`src/rtl/cam_rx_regs_pkg.sv`:
```
package cam_rx_regs_pkg;

   // register byte offsets
   localparam int OFS_CTRL = 'h00;
   localparam int OFS_PHY  = 'h04;
   localparam int OFS_CFG  = 'h08;
   localparam int OFS_MASK = 'h10;
   localparam int OFS_RES  = 'h2C;

   // control word bit positions
   localparam int CTRL_EN_BIT     = 0;
   localparam int CTRL_SRST_BIT   = 4;
   localparam int CTRL_EXTCLK_BIT = 8;
   localparam int CTRL_COMMIT_BIT = 16;
   localparam int CTRL_ALIGN_BIT  = 20;
   localparam int CTRL_SWAP_BIT   = 31;

   // PHY word fields
   localparam int LANE_EN_LSB = 0;
   localparam int LANE_EN_W   = 5;
   localparam int SETTLE_LSB  = 27;
   localparam int SETTLE_W    = 5;

   // configuration word fields
   localparam int LANES_LSB = 0;
   localparam int LANES_W   = 2;
   localparam int DTYPE_LSB = 2;
   localparam int DTYPE_W   = 6;

   // resolution word fields
   localparam int DIM_W = 16;

   // supported data type codes
   localparam int DT_YUV422_8  = 'h1E;
   localparam int DT_RAW8      = 'h2A;
   localparam int DT_RAW10     = 'h2B;
   localparam int DT_RAW12     = 'h2C;
   localparam int DT_USER_BASE = 'h30;

   typedef struct packed {
      logic                align32;
      logic [SETTLE_W-1:0] settle;
      logic [LANES_W-1:0]  lanes_m1;
      logic [DTYPE_W-1:0]  dtype;
      logic [DIM_W-1:0]    width;
      logic [DIM_W-1:0]    height;
   } stage_cfg_t;

endpackage

```
`src/rtl/cam_rx_fmt_check.sv`:
```
module cam_rx_fmt_check
   import cam_rx_regs_pkg::*;
#(
   parameter int USER_FMTS = 4
) (
   input  logic [DTYPE_W-1:0] dtype,
   output logic               supported
);

   if (USER_FMTS < 1 || USER_FMTS > 16) begin : g_bad_user
      $error("USER_FMTS must lie in 1..16");
   end

   logic [USER_FMTS-1:0] user_hit;
   logic                 std_hit;

   for (genvar i = 0; i < USER_FMTS; i++) begin : g_user
      assign user_hit[i] = (dtype == DTYPE_W'(DT_USER_BASE + i));
   end

   always_comb begin
      std_hit = (dtype == DTYPE_W'(DT_YUV422_8)) ||
                (dtype == DTYPE_W'(DT_RAW8))     ||
                (dtype == DTYPE_W'(DT_RAW10))    ||
                (dtype == DTYPE_W'(DT_RAW12));
      supported = std_hit || (|user_hit);
   end

endmodule

```
`src/rtl/cam_rx_rst_timer.sv`:
```
module cam_rx_rst_timer #(
   parameter int unsigned CYCLES = 16
) (
   input  logic clk,
   input  logic rst_n,
   input  logic start,
   output logic busy
);

   if (CYCLES < 1) begin : g_bad_cycles
      $error("CYCLES must be at least 1");
   end

   localparam int CNT_W = $clog2(CYCLES + 1);

   logic [CNT_W-1:0] cnt;

   always_ff @(posedge clk) begin
      if (!rst_n)          cnt <= '0;
      else if (start)      cnt <= CNT_W'(CYCLES);
      else if (cnt != '0)  cnt <= cnt - 1'b1;
   end

   assign busy = (cnt != '0);

   // checker: length of the busy run since the last start
   logic [CNT_W:0] run_len;
   always_ff @(posedge clk) begin
      if (!rst_n)     run_len <= '0;
      else if (start) run_len <= '0;
      else if (busy)  run_len <= run_len + 1'b1;
   end

   assert_pulse_start_R6: assert property (@(posedge clk) disable iff (!rst_n)
      start |=> busy);

   assert_pulse_len_R6: assert property (@(posedge clk) disable iff (!rst_n)
      $fell(busy) |-> (run_len == (CNT_W+1)'(CYCLES)));

endmodule

```
`src/rtl/cam_rx_shadow_stage.sv`:
```
module cam_rx_shadow_stage
   import cam_rx_regs_pkg::*;
#(
   parameter bit STAGED = 1'b1
) (
   input  logic       clk,
   input  logic       rst_n,
   input  logic       commit,
   input  stage_cfg_t work_cfg,
   input  logic       work_ok,
   output stage_cfg_t act_cfg,
   output logic       act_unsup
);

   if (STAGED) begin : g_staged
      always_ff @(posedge clk) begin
         if (!rst_n) begin
            act_cfg   <= '0;
            act_unsup <= 1'b0;
         end else if (commit) begin
            act_cfg   <= work_cfg;
            act_unsup <= !work_ok;
         end
      end

      assert_hold_R4: assert property (@(posedge clk) disable iff (!rst_n)
         !commit |=> $stable(act_cfg));

      assert_load_R5: assert property (@(posedge clk) disable iff (!rst_n)
         commit |=> (act_cfg == $past(work_cfg)));

      assert_flag_R8: assert property (@(posedge clk) disable iff (!rst_n)
         commit |=> (act_unsup == !$past(work_ok)));
   end else begin : g_transparent
      always_ff @(posedge clk) begin
         if (!rst_n) begin
            act_cfg   <= '0;
            act_unsup <= 1'b0;
         end else begin
            act_cfg   <= work_cfg;
            act_unsup <= !work_ok;
         end
      end
   end

endmodule

```
`src/rtl/cam_rx_shadow_regs.sv`:
```
module cam_rx_shadow_regs
   import cam_rx_regs_pkg::*;
#(
   parameter int          ADDR_W     = 8,
   parameter int          DATA_W     = 32,
   parameter int unsigned RST_CYCLES = 16,
   parameter int          USER_FMTS  = 4,
   parameter bit          STAGED     = 1'b1
) (
   input  logic                clk,
   input  logic                rst_n,
   input  logic [ADDR_W-1:0]   bus_addr,
   input  logic                bus_we,
   input  logic [DATA_W-1:0]   bus_wdata,
   output logic [DATA_W-1:0]   bus_rdata,
   output logic                rx_enable,
   output logic                rx_ext_clk,
   output logic                rx_pol_swap,
   output logic [LANE_EN_W-1:0] rx_lane_en,
   output logic [DATA_W-1:0]   rx_irq_mask,
   output logic                rx_align32,
   output logic [SETTLE_W-1:0] rx_settle,
   output logic [LANES_W-1:0]  rx_lanes_m1,
   output logic [DTYPE_W-1:0]  rx_dtype,
   output logic [DIM_W-1:0]    rx_width,
   output logic [DIM_W-1:0]    rx_height,
   output logic                rx_fmt_unsup,
   output logic                dp_reset
);

   if (DATA_W != 32) begin : g_bad_data
      $error("DATA_W must be 32");
   end
   if (ADDR_W < 6) begin : g_bad_addr
      $error("ADDR_W must reach offset 0x2C");
   end

   localparam logic [ADDR_W-1:0] A_CTRL = ADDR_W'(OFS_CTRL);
   localparam logic [ADDR_W-1:0] A_PHY  = ADDR_W'(OFS_PHY);
   localparam logic [ADDR_W-1:0] A_CFG  = ADDR_W'(OFS_CFG);
   localparam logic [ADDR_W-1:0] A_MASK = ADDR_W'(OFS_MASK);
   localparam logic [ADDR_W-1:0] A_RES  = ADDR_W'(OFS_RES);

   // working registers
   logic                 w_en, w_extclk, w_swap, w_align;
   logic [LANE_EN_W-1:0] w_lane_en;
   logic [SETTLE_W-1:0]  w_settle;
   logic [LANES_W-1:0]   w_lanes;
   logic [DTYPE_W-1:0]   w_dtype;
   logic [DIM_W-1:0]     w_width, w_height;
   logic [DATA_W-1:0]    w_mask;
   logic                 commit_q;

   logic sel_ctrl, sel_phy, sel_cfg, sel_mask, sel_res, addr_mapped;

   always_comb begin
      sel_ctrl    = bus_we && (bus_addr == A_CTRL);
      sel_phy     = bus_we && (bus_addr == A_PHY);
      sel_cfg     = bus_we && (bus_addr == A_CFG);
      sel_mask    = bus_we && (bus_addr == A_MASK);
      sel_res     = bus_we && (bus_addr == A_RES);
      addr_mapped = (bus_addr == A_CTRL) || (bus_addr == A_PHY) ||
                    (bus_addr == A_CFG)  || (bus_addr == A_MASK) ||
                    (bus_addr == A_RES);
   end

   always_ff @(posedge clk) begin
      if (!rst_n) begin
         w_en      <= 1'b0;
         w_extclk  <= 1'b0;
         w_swap    <= 1'b0;
         w_align   <= 1'b0;
         w_lane_en <= '0;
         w_settle  <= '0;
         w_lanes   <= '0;
         w_dtype   <= '0;
         w_width   <= '0;
         w_height  <= '0;
         w_mask    <= '0;
         commit_q  <= 1'b0;
      end else begin
         commit_q <= sel_ctrl && bus_wdata[CTRL_COMMIT_BIT];
         if (sel_ctrl) begin
            w_en     <= bus_wdata[CTRL_EN_BIT];
            w_extclk <= bus_wdata[CTRL_EXTCLK_BIT];
            w_swap   <= bus_wdata[CTRL_SWAP_BIT];
            w_align  <= bus_wdata[CTRL_ALIGN_BIT];
         end
         if (sel_phy) begin
            w_lane_en <= bus_wdata[LANE_EN_LSB +: LANE_EN_W];
            w_settle  <= bus_wdata[SETTLE_LSB +: SETTLE_W];
         end
         if (sel_cfg) begin
            w_lanes <= bus_wdata[LANES_LSB +: LANES_W];
            w_dtype <= bus_wdata[DTYPE_LSB +: DTYPE_W];
         end
         if (sel_mask) w_mask <= bus_wdata;
         if (sel_res) begin
            w_width  <= bus_wdata[DIM_W +: DIM_W];
            w_height <= bus_wdata[0 +: DIM_W];
         end
      end
   end

   // soft-reset pulse
   logic srst_start, srst_busy;
   assign srst_start = sel_ctrl && bus_wdata[CTRL_SRST_BIT];

   cam_rx_rst_timer #(.CYCLES(RST_CYCLES)) u_rst (
      .clk   (clk),
      .rst_n (rst_n),
      .start (srst_start),
      .busy  (srst_busy)
   );

   // format check and shadow stage
   stage_cfg_t work_cfg, act_cfg;
   logic       work_ok, act_unsup;

   always_comb begin
      work_cfg          = '0;
      work_cfg.align32  = w_align;
      work_cfg.settle   = w_settle;
      work_cfg.lanes_m1 = w_lanes;
      work_cfg.dtype    = w_dtype;
      work_cfg.width    = w_width;
      work_cfg.height   = w_height;
   end

   cam_rx_fmt_check #(.USER_FMTS(USER_FMTS)) u_fmt (
      .dtype     (w_dtype),
      .supported (work_ok)
   );

   cam_rx_shadow_stage #(.STAGED(STAGED)) u_shadow (
      .clk       (clk),
      .rst_n     (rst_n),
      .commit    (commit_q),
      .work_cfg  (work_cfg),
      .work_ok   (work_ok),
      .act_cfg   (act_cfg),
      .act_unsup (act_unsup)
   );

   // outputs
   assign dp_reset     = srst_busy;
   assign rx_enable    = w_en && !srst_busy;
   assign rx_ext_clk   = w_extclk;
   assign rx_pol_swap  = w_swap;
   assign rx_lane_en   = w_lane_en;
   assign rx_irq_mask  = w_mask;
   assign rx_align32   = act_cfg.align32;
   assign rx_settle    = act_cfg.settle;
   assign rx_lanes_m1  = act_cfg.lanes_m1;
   assign rx_dtype     = act_cfg.dtype;
   assign rx_width     = act_cfg.width;
   assign rx_height    = act_cfg.height;
   assign rx_fmt_unsup = act_unsup;

   // read mux
   always_comb begin
      bus_rdata = '0;
      case (bus_addr)
         A_CTRL: begin
            bus_rdata[CTRL_EN_BIT]     = w_en;
            bus_rdata[CTRL_SRST_BIT]   = srst_busy;
            bus_rdata[CTRL_EXTCLK_BIT] = w_extclk;
            bus_rdata[CTRL_ALIGN_BIT]  = w_align;
            bus_rdata[CTRL_SWAP_BIT]   = w_swap;
         end
         A_PHY: begin
            bus_rdata[LANE_EN_LSB +: LANE_EN_W] = w_lane_en;
            bus_rdata[SETTLE_LSB +: SETTLE_W]   = w_settle;
         end
         A_CFG: begin
            bus_rdata[LANES_LSB +: LANES_W] = w_lanes;
            bus_rdata[DTYPE_LSB +: DTYPE_W] = w_dtype;
         end
         A_MASK:  bus_rdata = w_mask;
         A_RES:   bus_rdata = {w_width, w_height};
         default: bus_rdata = '0;
      endcase
   end

   assert_en_gate_R7: assert property (@(posedge clk) disable iff (!rst_n)
      dp_reset |-> !rx_enable);

   assert_ctrl_take_R3: assert property (@(posedge clk) disable iff (!rst_n)
      sel_ctrl |=> (rx_ext_clk == $past(bus_wdata[CTRL_EXTCLK_BIT])));

   assert_unmapped_R9: assert property (@(posedge clk) disable iff (!rst_n)
      (bus_we && !addr_mapped) |=> ($stable(rx_lane_en) && $stable(rx_irq_mask)));

   always_comb begin
      if (rst_n && !addr_mapped) begin
         assert_unmapped_read_R9: assert (bus_rdata == '0);
      end
   end

endmodule

```
`config.mk`:
```
export PLATFORM = sky130hd
export DESIGN_NAME = cam_rx_shadow_regs
export DESIGN_NICKNAME = d
export VERILOG_FILES = /design/src/rtl/cam_rx_regs_pkg.sv /design/src/rtl/cam_rx_fmt_check.sv /design/src/rtl/cam_rx_rst_timer.sv /design/src/rtl/cam_rx_shadow_stage.sv /design/src/rtl/cam_rx_shadow_regs.sv
export SDC_FILE = /design/constraint.sdc
export NUM_CORES = 1
export LEC_CHECK = 0
export BUFFER_PORTS_ARGS = -buffer_cell sky130_fd_sc_hd__buf_4
export CAP_MARGIN = 20
export CORE_ASPECT_RATIO = 1.5
export CORE_MARGIN = 4
export CORE_UTILIZATION = 35
export DETAILED_ROUTE_END_ITERATION = 12
export SYNTH_ARGS = -nofsm -noshare
export SYNTH_HDL_FRONTEND = slang
export SYNTH_SLANG_ARGS = --single-unit
```
`constraint.sdc`:
```
create_clock -name clk -period 5.4 [get_ports clk]
set_clock_uncertainty 0.2 [all_clocks]
set_input_delay 1.08 -clock clk [delete_from_list [all_inputs] [get_ports clk]]
set_output_delay 1.08 -clock clk [all_outputs]
set_load 0.05 [all_outputs]
```
==> impl_metrics.py <==
metrics = {
    "synthesis": {
        "syn-num-nets": 641,
        "ys_types": 41,
        "syn_area_um2": 5950,
        "ys_ff_latch": 139,
        "avgSynthCellArea_um2": 9.96,
        "yosysSeqAreaShare_pct": 46.8,
        "synth_edf_count": 0,
        "synth_ff_type": "dfxtp_1",
        "synthCells": 597,
        "ys_warn_count": 0,
        "async_reset_ff_share_pct": 0,
    },
    "detailed_routing": {
        "drt-vias-per-instance": 5.06,
        "drt_wl_total_um": 17500,
        "dr.pass1.iters": 4,
        "drc_errors": 0,
        "dr.first_iter.drc_count": 188,
        "antenna_left": 0,
        "vias": 4887,
        "wl_per_cell_um": 18.1,
    },
    "finish": {
        "n_antenna_cell": 0,
        "fillers": 1622,
        "area_delta_synth_final_pct": 33.3,
        "nets": 786,
        "layout-drive-gt1-share_pct": 27.8,
        "final_util_pct": 47.3,
    },
    "clock_network": {
        "clk_latency_ns": 0.41,
        "post_cts_buffers": 0,
        "cts_buffers": 17,
        "cts.sinks": 139,
        "cts_tree": "built",
        "cts.repair.resized": 0,
        "clockBufferDepth": 2,
        "hold_buffers": 0,
        "path_clk_slew_ns": 0.05,
        "ctsRootBufferMaster": "clkbuf_16",
        "h-tree-depth": 4,
    },
    "global_route": {
        "grt_overflow": 0,
        "antenna_found_initial": 0,
        "grt_pass1_vias": 5115,
        "grt_pass1_wl_um": 27500,
        "grt_max_degree": 107,
        "track_usage_pct": 18.1,
    },
    "critical_path": {
        "rr_worst_depth": 3,
        "cp.depth": 6,
        "end_kind": "output port",
        "cpPeakStageDelay_ns": 0.50,
        "crit_top_cell": "buf_4",
        "critPathMaxFanout": 20,
        "arrival_ns": 2.99,
        "path_cells": "buf_4 > nor4_4 > and3_1 > buf_4 > a221o_1 > buf_4",
        "critPathSlowestCell": "nor4_4",
        "cp.required_ns": 4.12,
        "path_class": "in2out",
        "start_kind": "primary input",
        "cp_top_family": "simple AND/OR/NAND/NOR gates",
        "path_buf_inv": 3,
    },
    "die": {
        "row_count": 58,
        "core_um2": 16800,
        "fp.dieW_um": 114,
        "die-area_um2": 19200,
        "start_util_pct": 35.5,
        "die_height_um": 168,
        "ios": 163,
    },
    "sta": {
        "rsz0062_at_grt": "no",
        "maxSlewViolCount": 0,
        "setup_tns_ns": 0,
        "setup_viol": 0,
        "period_minus_slack_ns": 4.27,
        "tightest_slew_ns": 1.02,
        "timing.fmax_mhz": 234,
        "holdWs_ns": 0.274,
        "finalCritPeriodShare_pct": 79.1,
        "hold_viol": 0,
        "slew_headroom_pct": 32.2,
        "setup_ws_ns": 1.13,
    },
    "pwr": {
        "peakVddDrop_mv": 0.199,
        "power_mw": 2.46,
        "cellPowerDensity_nw_per_um2": 310,
        "p_leak_nw": 3.63,
    },
    "status": {
        "status": "complete, no violations",
    },
    "job": {
        "max_cap_viol_count": 0,
    },
    "hold_path": {
        "holdPathStages": 2,
        "hold_class": "reg2reg",
    },
    "placement": {
        "pre_cts_ws_ns": 1.07,
        "place.gp.congestion": 0.835,
        "dp_hpwl_um": 12300,
        "port_buffers": 162,
    },
}
-- state kept, by name, summed over array words and instances, names as in the netlist --
name and cells:
commit_q 1, rx_ext_clk 1, rx_irq_mask 32, rx_lane_en 5, rx_pol_swap 1, u_rst.cnt 5, u_shadow.act_cfg 46, u_shadow.act_unsup 1
w_align 1, w_dtype 6, w_en 1, w_height 16, w_lanes 2, w_settle 5, w_width 16
-- stage by stage --
stage | instance area, um2 | instances
detailed placement | 7300 | 933
global route | 7930 | 965
global placement | 7300 | 933
floorplan | 5950 | 597
CTS | 7930 | 965
finish | 7930 | 965
-- layout make-up --
class	count	area, um2	share of cell area (%)
multi-input combinational	407	2950	37.2
sequential	139	2780	35.1
timing repair buffer	170	1280	16.1
clock buffer	19	433	5.46
tap	210	263	3.32
clock inverter	13	191	2.42
inverter	7	26.3	0.332
-- worst paths after layout --
check                                         startpoint                         endpoint  slack (ns)
worst min register to register  w_settle[4]$_SDFFE_PN0P_         w_settle[4]$_SDFFE_PN0P_        0.27
worst min-delay path            w_settle[4]$_SDFFE_PN0P_         w_settle[4]$_SDFFE_PN0P_        0.27
worst max-delay path                         bus_addr[1]                     bus_rdata[5]        1.13
worst max register to register       commit_q$_SDFF_PN0_  u_shadow.act_unsup$_SDFFE_PN0P_        3.46
-- cells in the mapped netlist (2+ instances only) --
cell,number,share of area [%]
clkbuf_1,24,1.5
a221o_1,13,2.2
inv_1,7,0.44
a211oi_1,3,0.38
o211ai_1,2,0.25
nand2_1,121,7.6
a21oi_1,2,0.17
nor2_1,10,0.63
nor3_1,9,0.76
xnor2_1,2,0.29
and3_1,5,0.53
buf_2,18,1.5
nor3b_1,2,0.25
mux2i_1,134,23
and4_1,8,1.2
nand3b_1,4,0.50
o21ai_0,2,0.17
nor2b_1,49,5.2
buf_4,2,0.25
nand4_2,3,0.63
and3b_1,2,0.29
a22o_1,18,2.7
dfxtp_1,139,47
-- layout by cell type (no fill, tap or decap), types with 2 or more instances in the layout --
cell / n
nand2_1: 121
a21oi_1: 2
and4_1: 8
clkbuf_16: 17
a221o_1: 13
and3b_1: 2
o21ai_0: 2
nor2b_1: 49
buf_4: 170
inv_6: 2
clkinvlp_4: 3
nor3b_1: 2
mux2i_1: 134
o211ai_1: 2
bufinv_16: 4
inv_1: 7
clkbuf_1: 2
nand3b_1: 4
xnor2_1: 2
a211oi_1: 3
nand4_2: 2
and3_1: 5
clkinv_4: 3
nor2_1: 10
dfxtp_1: 138
a22o_1: 18
nor3_1: 9
-- per-layer routing --
metal  vias up  track usage, %  part of all wire (%)
met3        25            4.52                   4.9
met4         0            6.61                   2.3
met2       121            33.2                    54
met1      2373            19.6                    39
met5         -               0                     0
li1       2368               -                     -
-- cells by family after synthesis --
group / share of synthesized area, %
xor+xnor: 0.295
compound gates: 7.09
flops: 46.8
mux: 22.6
simple gates: 19.3
fa+ha+maj: 0.210
buf+inv: 3.72
-- worst min-delay path, delay by kind of cell, from the launching register on --
kind	cells	cell delay, ns
simple gates	1	0.06
flops	1	0.32
mux	1	0.05
-- power by group --
group          internal, mW  switching, mW
Combinational        0.0746          0.107
Sequential             1.04         0.0126
Clock                 0.777          0.449
Total                  1.89          0.569
(Power assumes the default switching activity.)
